`src/rtl/dbgmon_pkg.sv`:
```
package dbgmon_pkg;
  localparam int DW = 32;
  localparam int AW = 2;
  localparam logic [15:0] HALT_KEY = 16'hA05F;

  localparam logic [AW-1:0] A_HALT = 2'd0;
  localparam logic [AW-1:0] A_MON  = 2'd1;
  localparam logic [AW-1:0] A_STAT = 2'd2;

  localparam int B_MEN   = 16;
  localparam int B_MPEND = 17;
  localparam int B_MSTEP = 18;
  localparam int B_MFLAG = 19;

  localparam int NUM_EVT = 3;
  localparam int E_STEP  = 0;
  localparam int E_BKPT  = 1;
  localparam int E_WATCH = 2;

  typedef enum logic [1:0] {
    ST_RUN     = 2'd0,
    ST_HANDLER = 2'd1,
    ST_STEP    = 2'd2
  } step_st_e;
endpackage

```
`src/rtl/dbgmon_ctl_regs.sv`:
```
module dbgmon_ctl_regs
  import dbgmon_pkg::*;
(
  input  logic          clk,
  input  logic          rst_n,
  input  logic          dp_we,
  input  logic [DW-1:0] dp_wdata,
  input  logic          bus_we,
  input  logic [AW-1:0] bus_addr,
  input  logic [DW-1:0] bus_wdata,
  input  logic          exc_taken,
  output logic          halt_en,
  output logic          mon_en,
  output logic          mon_pend,
  output logic          mon_step,
  output logic          mon_flag
);
  logic key_ok;
  logic mon_wr;

  assign key_ok = (dp_wdata[DW-1:DW-16] == HALT_KEY);
  assign mon_wr = bus_we && (bus_addr == A_MON);

  // halting enable: debug port only, key protected
  always_ff @(posedge clk) begin
    if (!rst_n)               halt_en <= 1'b0;
    else if (dp_we && key_ok) halt_en <= dp_wdata[0];
  end

  always_ff @(posedge clk) begin
    if (!rst_n) begin
      mon_en   <= 1'b0;
      mon_step <= 1'b0;
      mon_flag <= 1'b0;
    end else if (mon_wr) begin
      mon_en   <= bus_wdata[B_MEN];
      mon_step <= bus_wdata[B_MSTEP];
      mon_flag <= bus_wdata[B_MFLAG];
    end
  end

  // pend: exception entry clears it, and entry wins over a write
  always_ff @(posedge clk) begin
    if (!rst_n)         mon_pend <= 1'b0;
    else if (exc_taken) mon_pend <= 1'b0;
    else if (mon_wr)    mon_pend <= bus_wdata[B_MPEND];
  end
endmodule

```
`src/rtl/dbgmon_sticky.sv`:
```
module dbgmon_sticky #(
  parameter int N = 3
) (
  input  logic         clk,
  input  logic         rst_n,
  input  logic [N-1:0] set_i,
  input  logic [N-1:0] clr_i,
  output logic [N-1:0] bits_o
);
  for (genvar g = 0; g < N; g++) begin : g_bit
    always_ff @(posedge clk) begin
      if (!rst_n)        bits_o[g] <= 1'b0;
      else if (set_i[g]) bits_o[g] <= 1'b1;   // set beats clear
      else if (clr_i[g]) bits_o[g] <= 1'b0;
    end
  end
endmodule

```
`src/rtl/dbgmon_step_fsm.sv`:
```
module dbgmon_step_fsm
  import dbgmon_pkg::*;
(
  input  logic clk,
  input  logic rst_n,
  input  logic exc_taken,
  input  logic exc_return,
  input  logic step_req,
  input  logic instr_retired,
  output logic in_handler,
  output logic step_done
);
  step_st_e st_q, st_d;

  always_comb begin
    st_d      = st_q;
    step_done = 1'b0;
    unique case (st_q)
      ST_RUN: if (exc_taken) st_d = ST_HANDLER;
      ST_HANDLER: if (exc_return) st_d = step_req ? ST_STEP : ST_RUN;
      ST_STEP: begin
        if (exc_taken) begin
          st_d = ST_HANDLER;
        end else if (instr_retired) begin
          step_done = 1'b1;
          st_d      = ST_RUN;
        end
      end
      default: st_d = ST_RUN;
    endcase
  end

  always_ff @(posedge clk) begin
    if (!rst_n) st_q <= ST_RUN;
    else        st_q <= st_d;
  end

  assign in_handler = (st_q == ST_HANDLER);
endmodule

```
`src/rtl/dbgmon_ctrl.sv`:
```
module dbgmon_ctrl
  import dbgmon_pkg::*;
#(
  parameter int PRIO_W = 8
) (
  input  logic              clk,
  input  logic              rst_n,
  input  logic              bus_we,
  input  logic [AW-1:0]     bus_addr,
  input  logic [DW-1:0]     bus_wdata,
  output logic [DW-1:0]     bus_rdata,
  input  logic              dp_we,
  input  logic [DW-1:0]     dp_wdata,
  input  logic              bkpt_evt,
  input  logic              watch_evt,
  input  logic              instr_retired,
  input  logic              exc_taken,
  input  logic              exc_return,
  input  logic [PRIO_W-1:0] cur_prio,
  input  logic [PRIO_W-1:0] mon_prio,
  output logic              mon_exc_req,
  output logic [NUM_EVT-1:0] dbg_status
);
  logic halt_en, mon_en, mon_pend, mon_step, mon_flag;
  logic in_handler, step_done;
  logic evt_gate, prio_ok;
  logic [NUM_EVT-1:0] evt_set, evt_clr;

  dbgmon_ctl_regs u_regs (
    .clk(clk), .rst_n(rst_n),
    .dp_we(dp_we), .dp_wdata(dp_wdata),
    .bus_we(bus_we), .bus_addr(bus_addr), .bus_wdata(bus_wdata),
    .exc_taken(exc_taken),
    .halt_en(halt_en), .mon_en(mon_en), .mon_pend(mon_pend),
    .mon_step(mon_step), .mon_flag(mon_flag)
  );

  dbgmon_step_fsm u_step (
    .clk(clk), .rst_n(rst_n),
    .exc_taken(exc_taken), .exc_return(exc_return),
    .step_req(mon_step), .instr_retired(instr_retired),
    .in_handler(in_handler), .step_done(step_done)
  );

  // events count only with monitor on and halting debug off
  assign evt_gate         = mon_en && !halt_en;
  assign evt_set[E_STEP]  = evt_gate && step_done;
  assign evt_set[E_BKPT]  = evt_gate && bkpt_evt;
  assign evt_set[E_WATCH] = evt_gate && watch_evt;
  assign evt_clr = (bus_we && bus_addr == A_STAT) ? bus_wdata[NUM_EVT-1:0] : '0;

  dbgmon_sticky #(.N(NUM_EVT)) u_stat (
    .clk(clk), .rst_n(rst_n),
    .set_i(evt_set), .clr_i(evt_clr), .bits_o(dbg_status)
  );

  assign prio_ok     = (mon_prio < cur_prio);
  assign mon_exc_req = !halt_en && !in_handler && prio_ok &&
                       (mon_pend || (mon_en && (|dbg_status)));

  always_comb begin
    bus_rdata = '0;
    unique case (bus_addr)
      A_HALT: bus_rdata[0] = halt_en;
      A_MON: begin
        bus_rdata[B_MEN]   = mon_en;
        bus_rdata[B_MPEND] = mon_pend;
        bus_rdata[B_MSTEP] = mon_step;
        bus_rdata[B_MFLAG] = mon_flag;
      end
      A_STAT: bus_rdata[NUM_EVT-1:0] = dbg_status;
      default: bus_rdata = '0;
    endcase
  end
endmodule

```
`config.mk`:
```
export PLATFORM = sky130hd
export DESIGN_NAME = dbgmon_ctrl
export DESIGN_NICKNAME = d
export VERILOG_FILES = /design/src/rtl/dbgmon_pkg.sv /design/src/rtl/dbgmon_ctl_regs.sv /design/src/rtl/dbgmon_sticky.sv /design/src/rtl/dbgmon_step_fsm.sv /design/src/rtl/dbgmon_ctrl.sv
export SDC_FILE = /design/constraint.sdc
export NUM_CORES = 1
export LEC_CHECK = 0
export BUFFER_PORTS_ARGS = -buffer_cell sky130_fd_sc_hd__buf_2
export CORE_MARGIN = 2
export CORE_UTILIZATION = 31
export DETAILED_ROUTE_END_ITERATION = 6
export HOLD_SLACK_MARGIN = 0.06
export PLACE_DENSITY_LB_ADDON = 0.08
export SLEW_MARGIN = 20
export SYNTH_ARGS = -nofsm -noshare
export SYNTH_HDL_FRONTEND = slang
export SYNTH_SLANG_ARGS = --single-unit
```
`constraint.sdc`:
```
create_clock -name clk -period 2.13 [get_ports clk]
set_input_delay 0.426 -clock clk [delete_from_list [all_inputs] [get_ports clk]]
set_output_delay 0.426 -clock clk [all_outputs]
set_load 0.005 [all_outputs]
```
==> qor.yml, run 1 <==
timing:
  finalSetupViolCount: 0
  finalHoldViolCount: 0
  drv_slew: 0
  fmaxAchievable_mhz: 490
  finalCritPeriodShare: 0.957
  grt_setup_unrepaired: "false"
  finalSetupTns_ns: 0
  final_critical_period_ns: 2.04
  post-route-worst-setup-slack_ns: 0.0912
  fin_skew_ns: 0.00197
grt:
  vias_in_the_first_global_route: 728
  grt_util_met2: 0.199
  grt_max_degree: 12
  grt_util_all_layers: 0.113
  met3_usage: 0.0154
  global_route_wire_length_before_repair_um: 2950
  antenna_found_initial: 0
  grt_overflow_total: 0
  grt.busiest_layer: "met2"
  globalRouteMet1Util: 0.128
logic_synthesis:
  yosysUniqueCellTypes: 29
  synthArstFlopShare: 0
  post_synth_instance_area_sq_um: 918
  synth_area_per_cell_sq_um: 7.99
  postSynthRegisterBits: 10
  synthDominantAreaCellType: "sky130_fd_sc_hd__dfxtp_1"
  ys_warn_count: 0
  ys.flop_type: "sky130_fd_sc_hd__dfxtp_1"
  yosysTopAreaCellShare: 0.218
  synth_top_cells_by_area: "sky130_fd_sc_hd__dfxtp_1 (22%), sky130_fd_sc_hd__buf_4 (20%), sky130_fd_sc_hd__ha_1 (9.5%)"
  synthCells: 115
  synth_enable_flop_cells: 0
  seq_area_frac_synth: 0.218
status:
  outcome: "finished, final reports clean"
setup_path:
  critical_path.max_fanout: 2
  startpoint_type: "input port"
  kind_of_capture_point_of_the_worst_setup_path: "output pin"
  critical_path_required_ns: 1.70
  crit_arrival_ns: 1.61
  r2r.worst_path.cells: 3
  reg2reg_slack_ns: 1.17
  reg2reg_to: "u_stat.bits_o[0]$_SDFFE_PN0P_"
  rr_startpoint: "u_regs.mon_en$_SDFFE_PN0P_"
  critPathKind: "input port to output pin"
die:
  die_area_sq_mm: 0.00341
  initial_core_util: 0.330
  ios: 127
  die_x_um: 58.4
  placement_rows: 19
  fp.dieH_um: 58.4
  coreArea_sq_mm: 0.00278
drt:
  antenna_left: 0
  post-route-drc-count: 0
  dr.pass1.iters: 4
  wirelength_um: 2020
  avg_wl_per_cell_um: 9.65
  num_vias: 886
  drt_iter0_markers: 28
  route.detailed.vias_per_inst: 4.24
placed_design:
  dpl-instance-area_sq_mm: 0.00116
  place_ws_ns: 0.0224
  placement.io_buffers: 61
  dp.final_hpwl_um: 1800
  gp_congestion: 0.740
finish:
  post-route-cell-area_sq_mm: 0.00121
  post_route_cells_drive_above_1_share: 0.399
  antennaDiodeCount: 0
  post-route-util: 0.435
  final_common_cell: "sky130_fd_sc_hd__buf_2"
  flow.area_growth_from_synthesis_pct: 31.7
  multi_input_comb_area_sq_um: 599
  footprint_of_the_flip_flops_and_latches_sq_um: 200
  fillers: 319
  layout_common_cells: "sky130_fd_sc_hd__buf_2 (61), sky130_fd_sc_hd__conb_1 (25), sky130_fd_sc_hd__dfxtp_1 (10), sky130_fd_sc_hd__nand2_1 (8)"
  final_nets: 277
clock_network:
  post_cts.repair.setup_buffers: 0
  clk_transition_reported_paths_ns: 0.07
  cts_max_path_buffers: 2
  cts.root.buffer_cell: "sky130_fd_sc_hd__clkbuf_4"
  clock-sinks: 10
  cts.htree.levels: 1
  cts_buffers: 3
  tritoncts: "yes"
  worstSkewPairLatency_ns: 0.27
hold_path:
  min_path_type: "input port to register"
  min_to: "u_regs.mon_pend$_SDFFE_PP0P_"
  hold_path.startpoint: "exc_taken"
  timing.hold.worst_path_depth: 2
run:
  drv_cap: 0
power_and_ir_drop:
  leakage_nw: 0.664
  vdd.ir_drop.worst_mv: 0.242
  power.density_cell_area_mw_per_mm2: 399
==> synthesized netlist by cell type, types with 2 or more instances <==
| master | number |
|---|---|
| sky130_fd_sc_hd__nor2b_1 | 7 |
| sky130_fd_sc_hd__nor4_2 | 2 |
| sky130_fd_sc_hd__nand2_1 | 8 |
| sky130_fd_sc_hd__nor2_1 | 4 |
| sky130_fd_sc_hd__and2_1 | 7 |
| sky130_fd_sc_hd__a21boi_0 | 4 |
| sky130_fd_sc_hd__inv_1 | 8 |
| sky130_fd_sc_hd__mux2i_1 | 4 |
| sky130_fd_sc_hd__buf_4 | 25 |
| sky130_fd_sc_hd__nand3_1 | 7 |
| sky130_fd_sc_hd__nand4_1 | 4 |
| sky130_fd_sc_hd__o21ai_0 | 2 |
| sky130_fd_sc_hd__dfxtp_1 | 10 |
| sky130_fd_sc_hd__a22oi_1 | 2 |
| sky130_fd_sc_hd__ha_1 | 7 |
==> worst max path at each step <==
stage	start	to	slack, ns	cells past startpoint
floorplan	cur_prio[2]	mon_exc_req	0.26	6
global placement	cur_prio[2]	mon_exc_req	0.03	8
detailed placement	cur_prio[2]	mon_exc_req	0.02	8
CTS	cur_prio[2]	mon_exc_req	0.02	8
global route	cur_prio[2]	mon_exc_req	0.0002	8
finish	cur_prio[2]	mon_exc_req	0.09	8
==> sequential cells by signal (all words and copies together) (netlist names) <==
signal,flops
u_regs.mon_en,1
u_regs.mon_pend,1
u_regs.mon_step,1
u_regs.halt_en,1
u_regs.mon_flag,1
u_step.st_q,2
u_stat.bits_o,3
==> cell type report <==
type,count,share of cell area
Tap cell,31,0.0321
Inverter,8,0.0248
Multi-Input combinational cell,95,0.495
Timing Repair Buffer,61,0.252
Clock buffer,4,0.0300
Sequential cell,10,0.165
==> what timing repair did <==
item | CTS | global route
gates resized for setup | 0 | 2
hold buffers | 0 | 0
setup endpoints to repair | 0 | 1
==> metal layers <==
layer	vias to the layer above	routed length, um
met5	-	0
li1	467	-
met1	371	784
met3	4	182
met2	44	1000
met4	0	47
==> kinds of logic after synthesis <==
group | Yosys count | share of synthesized area
other | 1 | 0.00408
AO/OA/AOI/OAI | 13 | 0.102
flip-flops | 10 | 0.218
adder cells (fa/ha/maj) | 7 | 0.0954
multiplexers | 4 | 0.0436
AND/OR/NAND/NOR | 46 | 0.296
buffers and inverters | 34 | 0.241
==> report_power, final <==
part / switching, W / internal (W)
Combinational: 0.0000545 / 0.0000604
Clock: 0.0000688 / 0.000104
Sequential: 0.00000333 / 0.000191
Total: 0.000127 / 0.000356
==> critical path, cell delays in order <==
cell and delay [ns]:
sky130_fd_sc_hd__buf_2 0.10, sky130_fd_sc_hd__inv_2 0.05, sky130_fd_sc_hd__ha_4 0.19, sky130_fd_sc_hd__a211o_1 0.28
sky130_fd_sc_hd__a31oi_1 0.16, sky130_fd_sc_hd__o32a_1 0.16, sky130_fd_sc_hd__and3_1 0.14, sky130_fd_sc_hd__buf_2 0.11
==> stage by stage <==
| step | power, W | std cells | hold slack (ns) |
|---|---|---|---|
| floorplan | 0.000286 | 139 | 0.439 |
| global placement | 0.000309 | 205 | 0.445 |
| detailed placement | 0.000312 | 205 | 0.453 |
| CTS | 0.000486 | 209 | 0.347 |
| global route | 0.000516 | 209 | 0.341 |
| finish | 0.000482 | 209 | 0.351 |
Power figures use the tool's default switching activity.
==> run 2: changes to the inputs <==
--- a/config.mk
+++ b/config.mk
@@ -11,6 +11,7 @@
 export DETAILED_ROUTE_END_ITERATION = 6
 export HOLD_SLACK_MARGIN = 0.06
 export PLACE_DENSITY_LB_ADDON = 0.08
+export RECOVER_POWER = 100
 export SLEW_MARGIN = 20
 export SYNTH_ARGS = -nofsm -noshare
 export SYNTH_HDL_FRONTEND = slang
==> qor.yml, run 2 (synthesized netlist as in run 1, its figures left out) <==
status:
  outcome: "finished, final reports clean"
clock_network:
  cts_buffers: 3
  tritoncts: "yes"
  clock-sinks: 10
  cts_max_path_buffers: 2
  cts.htree.levels: 1
  clk_transition_reported_paths_ns: 0.07
  worstSkewPairLatency_ns: 0.27
  cts.root.buffer_cell: "sky130_fd_sc_hd__clkbuf_4"
grt:
  global_route_wire_length_before_repair_um: 2950
  grt_util_all_layers: 0.113
  antenna_found_initial: 0
  grt_max_degree: 12
  grt_overflow_total: 0
  vias_in_the_first_global_route: 728
timing:
  finalHoldViolCount: 0
  post-route-worst-setup-slack_ns: 0.0912
  grt_setup_unrepaired: "false"
  drv_slew: 0
  fin_skew_ns: 0.00197
  finalCritPeriodShare: 0.957
  fmaxAchievable_mhz: 490
  finalSetupTns_ns: 0
  final_critical_period_ns: 2.04
  finalSetupViolCount: 0
setup_path:
  max_stage_delay_ns: 0.28
  kind_of_capture_point_of_the_worst_setup_path: "output pin"
  cp_common_cell: "sky130_fd_sc_hd__buf_2"
  startpoint_type: "input port"
  crit_arrival_ns: 1.61
  crit_chain: "buf_2, inv_2, ha_4, a211o_1, a31oi_1, o32a_1, and3_1, buf_2"
  critical_path.max_fanout: 2
  worst-path-buf-inv: 3
  cp_top_family: "compound AO/OA/AOI/OAI gates"
  critPathKind: "input port to output pin"
  critical-path-slowest-cell: "sky130_fd_sc_hd__a211o_1"
  critical_path_required_ns: 1.70
die:
  die_x_um: 58.4
  coreArea_sq_mm: 0.00278
  fp.dieH_um: 58.4
  placement_rows: 19
  ios: 127
  die_area_sq_mm: 0.00341
  initial_core_util: 0.330
drt:
  wirelength_um: 2030
  post-route-drc-count: 0
  num_vias: 894
  dr.pass1.iters: 4
  antenna_left: 0
  route.detailed.vias_per_inst: 4.28
  drt_iter0_markers: 33
  avg_wl_per_cell_um: 9.72
placed_design:
  place_ws_ns: 0.0224
  placement.io_buffers: 61
  gp_congestion: 0.740
  dp.final_hpwl_um: 1800
finish:
  reg_top3: "u_stat.bits_o (3), u_step.st_q (2)"
  layout_common_cells: "sky130_fd_sc_hd__buf_2 (57), sky130_fd_sc_hd__conb_1 (25), sky130_fd_sc_hd__dfxtp_1 (10), sky130_fd_sc_hd__nor2b_1 (8), sky130_fd_sc_hd__nand2_1 (8)"
  post_route_cells_drive_above_1_share: 0.371
  final_nets: 277
  largest-register: "u_stat.bits_o"
  largest_reg_flops: 3
  final_common_cell: "sky130_fd_sc_hd__buf_2"
  flow.area_growth_from_synthesis_pct: 30.4
  antennaDiodeCount: 0
hold_path:
  min_path_type: "input port to register"
power_and_ir_drop:
  leakage_nw: 0.649
  power.density_cell_area_mw_per_mm2: 402
  vdd.ir_drop.worst_mv: 0.242
run:
  drv_cap: 0
[run 2: cell type report]
type	instances	area (sq um)
clock buffer	4	36.3
sequential	10	200
inverter	8	30.0
fill	323	1580
multi-input combinational	95	591
timing repair buffer	61	302
tap	31	38.8
[run 2: report_power, final]
part,total [W],switching (W),internal (W)
Clock,0.000173,0.0000688,0.000104
Sequential,0.000195,0.00000333,0.000191
Combinational,0.000114,0.0000541,0.0000597
[run 2: metal layers]
| layer | vias to the layer above | global-route usage | wire [um] |
|---|---|---|---|
| met4 | 0 | 0.0698 | 47 |
| met1 | 379 | 0.128 | 803 |
| li1 | 467 | - | - |
| met3 | 4 | 0.0154 | 182 |
| met5 | - | 0 | 0 |
| met2 | 44 | 0.199 | 999 |
[run 2: repair_timing]
action / CTS / global route
resized for setup: 0 / 2
buffers inserted: 0 / 0
hold buffers: 0 / 0
setup endpoints to repair: 0 / 1
[run 2: path summary, 6_finish.rpt]
kind                                      from                            end  slack [ns]  cells past startpoint
hold reg to reg   u_regs.mon_flag$_SDFFE_PN0P_   u_regs.mon_flag$_SDFFE_PN0P_        0.46                      2
setup reg to reg    u_regs.mon_en$_SDFFE_PN0P_  u_stat.bits_o[0]$_SDFFE_PN0P_        1.17                      3
setup / recovery                   cur_prio[2]                    mon_exc_req        0.09                      8
hold / removal                       exc_taken   u_regs.mon_pend$_SDFFE_PP0P_        0.35                      2
[run 2: through the flow]
step	cells	util	hold slack [ns]	power (W)	area (sq um)
after floorplan	139	-	0.439	0.000286	1010
after CTS	209	0.430	0.347	0.000486	1200
after detailed placement	205	0.417	0.453	0.000312	1160
after global routing	209	0.430	0.341	0.000515	1200
final	209	0.430	0.351	0.000481	1200
after global placement	205	0.417	0.445	0.000309	1160
==> run 3: changes to the inputs <==
--- a/config.mk
+++ b/config.mk
@@ -7,11 +7,10 @@
 export LEC_CHECK = 0
 export BUFFER_PORTS_ARGS = -buffer_cell sky130_fd_sc_hd__buf_2
 export CORE_MARGIN = 2
-export CORE_UTILIZATION = 31
+export CORE_UTILIZATION = 29
 export DETAILED_ROUTE_END_ITERATION = 6
 export HOLD_SLACK_MARGIN = 0.06
-export PLACE_DENSITY_LB_ADDON = 0.08
-export RECOVER_POWER = 100
+export PLACE_DENSITY = 0.84
 export SLEW_MARGIN = 20
 export SYNTH_ARGS = -nofsm -noshare
 export SYNTH_HDL_FRONTEND = slang
==> qor.yml, run 3 (synthesized netlist as in run 1, its figures left out) <==
clock_network:
  cts.root.buffer_cell: "sky130_fd_sc_hd__clkbuf_4"
  cts_buffers: 3
  worstSkewPairLatency_ns: 0.27
  tritoncts: "yes"
  clock-sinks: 10
  cts.htree.levels: 1
  cts_max_path_buffers: 2
  clk_transition_reported_paths_ns: 0.07
  hold_buffers: 0
run:
  drv_cap: 0
power_and_ir_drop:
  vdd.ir_drop.worst_mv: 0.191
  seq_power_share: 0.403
  power.density_cell_area_mw_per_mm2: 394
  total_switching_power_w: 0.000127
  leakage_nw: 0.665
  clkPwrFrac: 0.360
  switching_power_as_a_share_of_total_power: 0.264
  comb_power_share: 0.237
  power.internal_w: 0.000355
die:
  initial_core_util: 0.303
  ios: 127
  fp.dieH_um: 60.3
  coreArea_sq_mm: 0.00303
  die_area_sq_mm: 0.00363
  placement_rows: 20
  die_x_um: 60.3
drt:
  num_vias: 904
  avg_wl_per_cell_um: 9.13
  dr.pass1.iters: 4
  wirelength_um: 2030
  route.detailed.vias_per_inst: 4.07
  antenna_left: 0
  post-route-drc-count: 0
  drt_iter0_markers: 23
setup_path:
  kind_of_capture_point_of_the_worst_setup_path: "output pin"
  crit_arrival_ns: 1.60
  reg2reg_to: "u_stat.bits_o[0]$_SDFFE_PN0P_"
  reg2reg_slack_ns: 1.15
  critical_path_required_ns: 1.70
  startpoint_type: "input port"
  critPathKind: "input port to output pin"
  rr_startpoint: "u_regs.mon_en$_SDFFE_PN0P_"
  critical_path.max_fanout: 2
  r2r.worst_path.cells: 3
finish:
  layout_common_cells: "sky130_fd_sc_hd__buf_2 (61), sky130_fd_sc_hd__conb_1 (25), sky130_fd_sc_hd__dfxtp_1 (10), sky130_fd_sc_hd__inv_1 (8), sky130_fd_sc_hd__nand2_1 (8)"
  flow.area_growth_from_synthesis_pct: 33.5
  fillers: 322
  post_route_cells_drive_above_1_share: 0.393
  reg_top3: "u_stat.bits_o (3), u_step.st_q (2)"
  final_common_cell: "sky130_fd_sc_hd__buf_2"
  post-route-cell-area_sq_mm: 0.00123
  largest_reg_flops: 3
  antennaDiodeCount: 0
  largest-register: "u_stat.bits_o"
  final_nets: 277
  post-route-util: 0.405
grt:
  antenna_found_initial: 0
  grt_overflow_total: 0
  grt_max_degree: 12
  vias_in_the_first_global_route: 791
  grt_util_all_layers: 0.112
  global_route_wire_length_before_repair_um: 3040
hold_path:
  min_path_type: "input port to register"
  min_to: "u_regs.mon_pend$_SDFFE_PP0P_"
  hold_path.startpoint: "exc_taken"
  timing.hold.worst_path_depth: 2
timing:
  finalSetupTns_ns: 0
  finalCritPeriodShare: 0.951
  grt_setup_unrepaired: "false"
  finalSetupViolCount: 0
  drv_slew: 0
  fmaxAchievable_mhz: 494
  final_critical_period_ns: 2.02
  fin_skew_ns: 0.00172
  finalHoldViolCount: 0
status:
  outcome: "finished, final reports clean"
placed_design:
  dp.final_hpwl_um: 1820
  gp_congestion: 0.688
  dpl-instance-area_sq_mm: 0.00118
  placement.io_buffers: 61
-- run 3: changes by cell type in the layout (fill, tap and decap cells not counted), sizes merged --
cell	change
buf	+4
clkbuf	-4
-- run 3: final cells by class --
class                           count  area [sq um]  share of cell area
Timing Repair Buffer               61           305               0.249
Tap cell                           44          55.1              0.0449
Multi-Input combinational cell     95           599               0.489
Sequential cell                    10           200               0.163
Inverter                            8          30.0              0.0245
Clock buffer                        4          36.3              0.0296
-- run 3: timing repair --
action | CTS | global route
setup buffers | 0 | 0
setup endpoints to repair | 0 | 1
gates resized for setup | 0 | 1
-- run 3: per-layer routing --
metal,GRT usage,wire (um)
met4,0.0286,10
met2,0.199,1000
met5,0,0
met1,0.123,818
met3,0.0433,198
-- run 3: worst max-delay path, cell delays in order --
cell and delay, ns:
sky130_fd_sc_hd__buf_2 0.09, sky130_fd_sc_hd__inv_1 0.07, sky130_fd_sc_hd__ha_4 0.20, sky130_fd_sc_hd__a211o_1 0.25, sky130_fd_sc_hd__a31oi_1 0.15, sky130_fd_sc_hd__o32a_1 0.16
sky130_fd_sc_hd__and3_1 0.14, sky130_fd_sc_hd__buf_2 0.11
-- run 3: worst max path at each step --
stage	depth (start not counted)	end	slack, ns	startpoint
floorplan	6	mon_exc_req	0.26	cur_prio[2]
global placement	8	mon_exc_req	0.05	cur_prio[2]
detailed placement	8	mon_exc_req	0.04	cur_prio[2]
CTS	8	mon_exc_req	0.04	cur_prio[2]
global route	8	mon_exc_req	0.005	cur_prio[2]
finish	8	mon_exc_req	0.11	cur_prio[2]
-- run 3: power by group through the flow --
stage	clock network [W]	registers [W]	logic, W
floorplan	0	0.000198	0.0000872
CTS	0.000177	0.000195	0.000112
finish	0.000174	0.000195	0.000114
global route	0.000186	0.000195	0.000133
detailed placement	0	0.000199	0.000112
global placement	0	0.000199	0.000109
-- run 3: stage by stage --
stage          setup slack, ns  power [W]  instances  hold WS (ns)
2_1_floorplan            0.261   0.000286        139         0.439
3_3_place_gp            0.0547   0.000308        218         0.448
5_1_grt                0.00456   0.000514        222         0.358
3_5_place_dp            0.0381   0.000311        218         0.459
4_1_cts                 0.0358   0.000484        222         0.357
6_report                 0.105   0.000483        222         0.363
